===== src/rtl/pc_seq_pkg.sv =====
package pc_seq_pkg;
  typedef enum logic [1:0] {SEL_HI = 2'd0, SEL_MID = 2'd1, SEL_LO = 2'd2, SEL_CALL = 2'd3} pc_sel_e;
  typedef enum logic [2:0] {NX_HOLD, NX_SEQ, NX_JUMP, NX_BRANCH, NX_RET} nxt_kind_e;
endpackage


===== src/rtl/ret_stack.sv =====
module ret_stack #(
  parameter int NIB_W = 4,
  parameter int NIBS  = 3,
  parameter int DEPTH = 5,
  localparam int AW    = NIB_W * NIBS,
  localparam int SPW   = $clog2(DEPTH + 1),
  localparam int SLOTS = DEPTH * NIBS,
  localparam int IDXW  = $clog2(SLOTS + 1)
) (
  input  logic           clk_i,
  input  logic           rst_ni,
  input  logic           push_i,
  input  logic           pop_i,
  input  logic [AW-1:0]  push_addr_i,
  output logic [AW-1:0]  pop_addr_o,
  output logic [SPW-1:0] sp_o,
  output logic           full_o,
  output logic           empty_o
);
  logic [SPW-1:0]   sp_q;
  logic [NIB_W-1:0] mem [SLOTS];
  logic [IDXW-1:0]  wr_base, rd_base;
  logic [SPW-1:0]   rd_sp;

  assign full_o  = (sp_q == SPW'(DEPTH));
  assign empty_o = (sp_q == '0);
  assign rd_sp   = empty_o ? '0 : sp_q - 1'b1;
  assign wr_base = IDXW'(sp_q) * IDXW'(NIBS);
  assign rd_base = IDXW'(rd_sp) * IDXW'(NIBS);
  assign sp_o    = sp_q;

  always_ff @(posedge clk_i or negedge rst_ni) begin
    if (!rst_ni)                sp_q <= '0;
    else if (push_i && !full_o) sp_q <= sp_q + 1'b1;
    else if (pop_i && !empty_o) sp_q <= sp_q - 1'b1;
  end

  // entry slot k holds nibble k, low nibble at the lowest slot
  for (genvar k = 0; k < NIBS; k++) begin : g_nib
    always_ff @(posedge clk_i) begin
      if (push_i && !full_o) mem[wr_base + IDXW'(k)] <= push_addr_i[k*NIB_W +: NIB_W];
    end
    assign pop_addr_o[k*NIB_W +: NIB_W] = mem[rd_base + IDXW'(k)];
  end

  a_r10_sp_bound: assert property (@(posedge clk_i) disable iff (!rst_ni) sp_q <= SPW'(DEPTH));
  a_r5_push_inc: assert property (@(posedge clk_i) disable iff (!rst_ni)
    (push_i && !full_o) |=> sp_q == SPW'($past(sp_q) + 1'b1));
  a_r7_pop_dec: assert property (@(posedge clk_i) disable iff (!rst_ni)
    (pop_i && !push_i && !empty_o) |=> sp_q == SPW'($past(sp_q) - 1'b1));
endmodule


===== src/rtl/pc_next.sv =====
module pc_next
  import pc_seq_pkg::*;
#(
  parameter int NIB_W = 4,
  parameter int NIBS  = 3,
  parameter int OFF_W = 8,
  localparam int AW   = NIB_W * NIBS
) (
  input  nxt_kind_e             kind_i,
  input  logic [AW-1:0]         pc_i,
  input  logic [AW-NIB_W-1:0]   stage_i,
  input  logic [NIB_W-1:0]      low_i,
  input  logic [OFF_W-1:0]      off_i,
  input  logic [AW-1:0]         ret_addr_i,
  output logic [AW-1:0]         pc_inc_o,
  output logic [AW-1:0]         nxt_o
);
  logic [AW-1:0] off_ext;
  assign off_ext  = {{(AW-OFF_W){off_i[OFF_W-1]}}, off_i};
  assign pc_inc_o = pc_i + 1'b1;

  always_comb begin
    case (kind_i)
      NX_SEQ:    nxt_o = pc_inc_o;
      NX_JUMP:   nxt_o = {stage_i, low_i};
      NX_BRANCH: nxt_o = pc_inc_o + off_ext;
      NX_RET:    nxt_o = ret_addr_i;
      default:   nxt_o = pc_i;
    endcase
  end
endmodule


===== src/rtl/pc_seq.sv =====
module pc_seq
  import pc_seq_pkg::*;
#(
  parameter int NIB_W = 4,
  parameter int NIBS  = 3,
  parameter int DEPTH = 5,
  parameter int OFF_W = 8,
  localparam int AW   = NIB_W * NIBS,
  localparam int SPW  = $clog2(DEPTH + 1),
  localparam int STW  = AW - NIB_W
) (
  input  logic             clk_i,
  input  logic             rst_ni,
  input  logic             step_i,
  input  logic             wr_en_i,
  input  logic [1:0]       wr_sel_i,
  input  logic [NIB_W-1:0] wr_data_i,
  input  logic             wr_trig_i,
  input  logic             ld_stage_i,
  input  logic [STW-1:0]   ld_stage_data_i,
  input  logic             ret_i,
  input  logic [NIB_W-1:0] ret_imm_i,
  input  logic             br_i,
  input  logic [OFF_W-1:0] br_off_i,
  output logic [AW-1:0]    pc_o,
  output logic [SPW-1:0]   sp_o,
  output logic             stk_err_o,
  output logic             r0_wr_o,
  output logic [NIB_W-1:0] r0_data_o
);
  logic [AW-1:0]    pc_q, pc_d, pc_inc, ret_addr;
  logic [NIB_W-1:0] hi_q, mid_q;
  logic             err_q, full, empty;
  logic             do_ret, do_br, wr_act, jmp_lo, call_req, call_ok, ret_ok, err_set;
  pc_sel_e          sel;
  nxt_kind_e        kind;

  assign sel      = pc_sel_e'(wr_sel_i);
  assign do_ret   = step_i && ret_i;
  assign do_br    = step_i && br_i && !ret_i;
  assign wr_act   = step_i && wr_en_i && !ret_i && !br_i;
  assign jmp_lo   = wr_act && wr_trig_i && (sel == SEL_LO);
  assign call_req = wr_act && wr_trig_i && (sel == SEL_CALL);
  assign call_ok  = call_req && !full;
  assign ret_ok   = do_ret && !empty;
  assign err_set  = (call_req && full) || (do_ret && empty);

  always_comb begin
    if (!step_i)              kind = NX_HOLD;
    else if (ret_ok)          kind = NX_RET;
    else if (do_br)           kind = NX_BRANCH;
    else if (jmp_lo || call_ok) kind = NX_JUMP;
    else                      kind = NX_SEQ;
  end

  pc_next #(.NIB_W(NIB_W), .NIBS(NIBS), .OFF_W(OFF_W)) u_next (
    .kind_i    (kind),
    .pc_i      (pc_q),
    .stage_i   ({hi_q, mid_q}),
    .low_i     (wr_data_i),
    .off_i     (br_off_i),
    .ret_addr_i(ret_addr),
    .pc_inc_o  (pc_inc),
    .nxt_o     (pc_d)
  );

  ret_stack #(.NIB_W(NIB_W), .NIBS(NIBS), .DEPTH(DEPTH)) u_stack (
    .clk_i      (clk_i),
    .rst_ni     (rst_ni),
    .push_i     (call_ok),
    .pop_i      (ret_ok),
    .push_addr_i(pc_inc),
    .pop_addr_o (ret_addr),
    .sp_o       (sp_o),
    .full_o     (full),
    .empty_o    (empty)
  );

  always_ff @(posedge clk_i or negedge rst_ni) begin
    if (!rst_ni) begin
      pc_q  <= '0;
      hi_q  <= '0;
      mid_q <= '0;
      err_q <= 1'b0;
    end else begin
      pc_q  <= pc_d;
      err_q <= err_q | err_set;
      if (step_i && ld_stage_i) {hi_q, mid_q} <= ld_stage_data_i;
      else if (wr_act && sel == SEL_HI)  hi_q  <= wr_data_i;
      else if (wr_act && sel == SEL_MID) mid_q <= wr_data_i;
    end
  end

  assign pc_o      = pc_q;
  assign stk_err_o = err_q;
  assign r0_wr_o   = do_ret;
  assign r0_data_o = ret_imm_i;

  a_r2_hold: assert property (@(posedge clk_i) disable iff (!rst_ni)
    !step_i |=> (pc_q == $past(pc_q)) && (sp_o == $past(sp_o)));
  a_r6_plain_write: assert property (@(posedge clk_i) disable iff (!rst_ni)
    (step_i && wr_en_i && !wr_trig_i && !ret_i && !br_i) |=>
      (pc_q == AW'($past(pc_q) + 1'b1)) && (sp_o == $past(sp_o)));
  a_r3_stage_no_flow: assert property (@(posedge clk_i) disable iff (!rst_ni)
    (step_i && !ret_i && !br_i && (!wr_en_i || wr_sel_i[1] == 1'b0)) |=>
      pc_q == AW'($past(pc_q) + 1'b1));
  a_r10_err_sticky: assert property (@(posedge clk_i) disable iff (!rst_ni)
    stk_err_o |=> stk_err_o);
endmodule


===== config.mk =====
export PLATFORM = sky130hd
export DESIGN_NAME = pc_seq
export DESIGN_NICKNAME = d
export VERILOG_FILES = /design/src/rtl/pc_seq_pkg.sv /design/src/rtl/ret_stack.sv /design/src/rtl/pc_next.sv /design/src/rtl/pc_seq.sv
export SDC_FILE = /design/constraint.sdc
export NUM_CORES = 1
export LEC_CHECK = 0
export BUFFER_PORTS_ARGS = -buffer_cell sky130_fd_sc_hd__buf_2
export CAP_MARGIN = 15
export CORE_ASPECT_RATIO = 2
export CORE_MARGIN = 5
export CORE_UTILIZATION = 50
export DETAILED_ROUTE_END_ITERATION = 8
export GPL_ROUTABILITY_DRIVEN = 0
export PLACE_DENSITY = 0.66
export SETUP_SLACK_MARGIN = 0.3
export SYNTH_ARGS = -nofsm -noshare
export SYNTH_HDL_FRONTEND = slang
export SYNTH_SLANG_ARGS = --single-unit

===== constraint.sdc =====
create_clock -name clk_i -period 7.2 [get_ports clk_i]
set_input_delay 2.16 -clock clk_i [delete_from_list [all_inputs] [get_ports clk_i]]
set_output_delay 2.16 -clock clk_i [all_outputs]
set_load 0.05 [all_outputs]

======== After elaboration in Yosys (flattened, before gate mapping) ========
Memory sizes are Yosys's and may differ from the RTL's.
Index checks and enable logic that the tools add are counted.
word-level totals
  bits in registers ....................... 24
  RAM bits ................................ 60
  output and inout bits ................... 21
  memories ................................ 1
operators by class
  add/subtract/negate cells ............... 8
  multiply operators ...................... 2
  equality and inequality tests ........... 9
  multiplexer cells ....................... 15
  bitwise gates (word level) .............. 1
  reductions and logical operators ........ 31
memory list
  memory       depth  width  rd ports  clocked after Yosys merged registers in  write ports  line             source
  u_stack.mem  15     4      3         0                                        3            ret_stack.sv:21  logic [NIB_W-1:0] mem [SLOTS];
operator list
  kind                                                                 number
  12-bit one-hot mux with 4 select lines                               1
  4-bit two-way mux                                                    5
  1-bit logical AND                                                    18
  3-bit two-way mux                                                    5
  12-bit by 1-bit adder with 12-bit output (second input constant)     1
  12-bit adder                                                         1
  4-bit by 1-bit adder with 4-bit output (second input constant)       2
  4-bit by 2-bit adder with 4-bit output (second input constant)       2
  3-bit by 2-bit multiplier with 4-bit output (second input constant)  2
  3-bit by 2-bit == test with 1-bit output (second input constant)     2
  3-bit == test (second input constant)                                2
  2-bit nonzero test                                                   3
  2-bit == test (second input constant)                                2
  1-bit zero test                                                      4
  2-bit two-way mux                                                    2
  4-bit nonzero test                                                   1
  3-bit by 1-bit adder with 3-bit output (second input constant)       1
  3-bit by 1-bit == test with 1-bit output (second input constant)     1
  3-bit zero test                                                      1
  3-bit by 1-bit subtractor with 3-bit output (second input constant)  1
  2-bit by 1-bit == test with 1-bit output (second input constant)     1
  2-bit zero test                                                      1
  1-bit logical OR                                                     2
  1-bit two-way mux                                                    2
  3 further kinds                                                      3

======== Longest topological paths before layout ========
  depth after elaboration ................. 13
  mapped depth ............................ 20
  gate-level depth less buffers ........... 16

======== Cells and area by module ========
From an unflattened synthesis, not the netlist that was laid out.
second synthesis, totals
  cell total of the unflattened synthesis .. 869
  area, all modules ....................... 7,888.8 um^2
by module, submodules not included
  module     times used  cells an instance  area each (um^2)
  ret_stack  1           600                5,706.7
  pc_next    1           188                1,306.3
  pc_seq     1           81                 875.8

======== Least setup slack after synthesis ========
OpenSTA, ideal clock, no wires.
  path kind ............................... input port to output port
  from .................................... in ret_i
  to ...................................... out r0_wr_o
  data arrival time ....................... 2,614 ps
  required time ........................... 5,040 ps
  path slack .............................. 2,426 ps
  stages .................................. 1
  cells stage by stage .................... and2_1
on the way
  word-level cells in the longest chain between the ends .. 1
ends and longest elaborated chain
  element            line          source
  start, declared    pc_seq.sv:21  input logic ret_i,
  1-bit logical AND  pc_seq.sv:39  assign do_ret = step_i && ret_i;
  end, declared      pc_seq.sv:28  output logic r0_wr_o,
Every way passes these cells.

======== Worst setup path after layout ========
  from .................................... reg u_stack.sp_q[0], in the netlist u_stack.sp_o[0]
  to ...................................... reg pc_q[8], in the netlist pc_o[8]
on the way
  word-level cells in the longest chain between the ends .. 10
  elaborated cells between the ends (all ways) .. 22
ends and longest elaborated chain
  element                                                                                               line             source
  start, declared                                                                                       ret_stack.sv:20  logic [SPW-1:0] sp_q;
  start signal, assigned                                                                                ret_stack.sv:34  else if (push_i && !full_o) sp_q <= sp_q + 1'b1;
  start signal, assigned                                                                                ret_stack.sv:35  else if (pop_i && !empty_o) sp_q <= sp_q - 1'b1;
  parallel branches: the longest is 10 deep, another holds 3-bit by 2-bit multiplier with 4-bit output  --
  end signal, assigned                                                                                  pc_seq.sv:86     pc_q <= pc_d;
  end, declared                                                                                         pc_seq.sv:31     logic [AW-1:0] pc_q, pc_d, pc_inc, ret_addr;
Parallel ways; which one is timed is not known.
A chain may end at the register's enable or synchronous reset.

==> results.cfg <==
[sta]
tightestPinTransition_ns = 1.16
tns_ns = 0
rsz0062_at_grt = false
maxSlewHeadroom = 0.222
finalSetupViolCount = 0
finalCritPeriodShare = 0.740
skew_ns = 0.00579
maxSlewViolCount = 0
timing.final.crit_period_ns = 5.33
hold_viol = 0
max_freq_mhz = 188

[yosys]
syn-cell-area_mm2 = 0.00750
synth-main-ff-cell = edfxtp_1
synth_nets = 859
synth_area_leaders = edfxtp_1 (24%), mux2i_1 (9.1%), dfrtp_1 (8.0%)
synth_edf_count = 60
ys_warn_count = 0
async_flop_share = 0.286
synth-seq-cells = 84
netlist_instances = 796
netlist.area_leader.share = 0.240
synth.largest_area_cell = edfxtp_1
seq_area_frac_synth = 0.320
avgSynthCellArea_um2 = 9.42
synth_cell_types = 76

[route]
num_vias = 6633
routedWlPerCell_um = 24.9
drc = 0
viasPerCell = 6.56
ant_nets = 0
wirelength_mm = 25.2
drtIter0Drc = 478
first_pass_iters = 5

[floorplanning]
fp.dieW_um = 96.6
start_util = 0.506
die_h_um = 183
dieArea_mm2 = 0.0177
core_area_mm2 = 0.0148
design.portCount = 55
std_cell_rows = 63

[critical_path]
path_class = reg2reg
cp_data_required_time_ns = 7.48
end_kind = flop
rr_worst_depth = 15
worstSetupStartpointType = flop
arrival_ns = 5.60
cp_max_fo = 26

[global_route]
grtUsageTotal = 0.283
grt_max_degree = 30
grt_pass1_vias = 6775
grt_overflow_total = 0
grt_pass1_wl_mm = 38.1
grt_antenna_before_repair = 0

[clock_tree]
clkSinkCount = 84
postCtsSetupRepairBufs = 0
postCtsHoldBufs = 0
clock_latency_ns = 0.36
cts_tree = yes
cts_buffer_depth = 2
clk_pin_slew_ns = 0.07
cts.htree.levels = 3
cts_root_buf = clkbuf_16
cts_buffers = 9
post_cts_resized = 0

[min_path]
hp-class = reg2reg
min_path_cells = 2

[layout]
mostFrequentLayoutCells = nand2_1 (113), mux2i_1 (68), edfxtp_1 (60), a21oi_1 (59), o21ai_0 (55)
drive_gt1_frac = 0.173
antenna-diode-count = 0
nets = 874
fillCellCount = 1373
final_common_cell = nand2_1
area_delta_synth_final_pct = 8.97

[placed_design]
numPortBuffers = 46
dpl.hpwl_mm = 19.5

[status]
outcome = completed

[run]
maxCapViolations = 0
## stage by stage
step | cells | area (µm²) | utilization | hold slack (ns) | worst slack [ns]
after floorplan | 796 | 7500 | - | 0.445 | 2.43
after global placement | 995 | 7850 | 0.530 | 0.456 | 2.05
after detailed placement | 995 | 7850 | 0.530 | 0.461 | 1.89
after CTS | 1011 | 8180 | 0.552 | 0.475 | 1.87
after global routing | 1011 | 8180 | 0.552 | 0.492 | 1.53
final | 1011 | 8180 | 0.552 | 0.474 | 1.87
## final cells by class
type / instances / area [µm²] / share of cell area
Clock buffer: 11 / 264 / 0.0323
Clock inverter: 5 / 62.6 / 0.00765
Inverter: 30 / 125 / 0.0153
Multi-Input combinational cell: 632 / 4790 / 0.586
Sequential cell: 84 / 2400 / 0.294
Tap cell: 195 / 244 / 0.0298
Timing Repair Buffer: 54 / 290 / 0.0355
## cell usage after synthesis, types with 4 or more instances
cell      number
nand3_1       14
clkbuf_1      28
o22ai_1        7
o21ai_1       24
a21o_1         5
inv_1         27
nand2_1      113
xnor2_1       17
nor3_4         9
dfrtp_1       24
buf_2          6
ha_1          26
buf_1          4
nor3_1         5
o211ai_1      10
a211o_1       11
buf_4          7
nor2_1        52
edfxtp_1      60
a211oi_1       9
nand3b_1       5
nor2b_1        4
mux4_2        24
a311oi_1       4
and2_1        11
and3_1         5
nor3_2         7
a21oi_1       59
mux2i_1       68
o21ai_0       55
a31oi_1       10
a311o_1        8
xor2_1         8
## routing by layer
metal	GRT usage	routed length, µm	part of all wire
met1	0.262	7880	0.31
met2	0.516	13300	0.53
met3	0.0487	1510	0.060
met4	0.264	2520	0.10
met5	0	0	0
## state kept, by name, summed over array words and instances, names as in the netlist
register	flops
mid_q	4
stk_err_o	1
hi_q	4
u_stack.sp_o	3
pc_o	12
u_stack.mem	60
## worst max-delay path, cell delays in order, from the launching register on
cell	delay [ns]
dfrtp_1	0.72
inv_1	0.22
ha_1	0.30
ha_1	0.34
or2_1	0.39
inv_12	0.18
ha_1	0.17
inv_1	0.04
fa_1	0.73
clkinv_1	0.35
ha_1	0.69
inv_1	0.22
mux4_2	0.46
nand2_1	0.07
o311ai_0	0.13
a31oi_1	0.19
## logic make-up after synthesis
family                     share of synthesized area
AOI/OAI and AO/OA                              0.186
xor gates and xnor gates                      0.0467
adders and majority gates                     0.0514
buffers and inverters                         0.0515
DFF                                            0.320
muxes                                          0.167
and+or+nand+nor                                0.177
## worst paths after layout
check / startpoint / to / slack [ns]
worst max-delay path: u_stack.sp_o[0] / pc_o[8] / 1.87
max in group asynchronous: rst_ni / pc_o[1] / 4.99
min in group asynchronous: rst_ni / mid_q[2] / 1.80
worst min-delay path: stk_err_o / stk_err_o / 0.47
worst min register to register: stk_err_o / stk_err_o / 0.47
worst max register to register: u_stack.sp_o[0] / pc_o[8] / 1.87
Power is not shown: default switching activity piles up to over one toggle a cycle in this logic, so the estimate is an artifact.
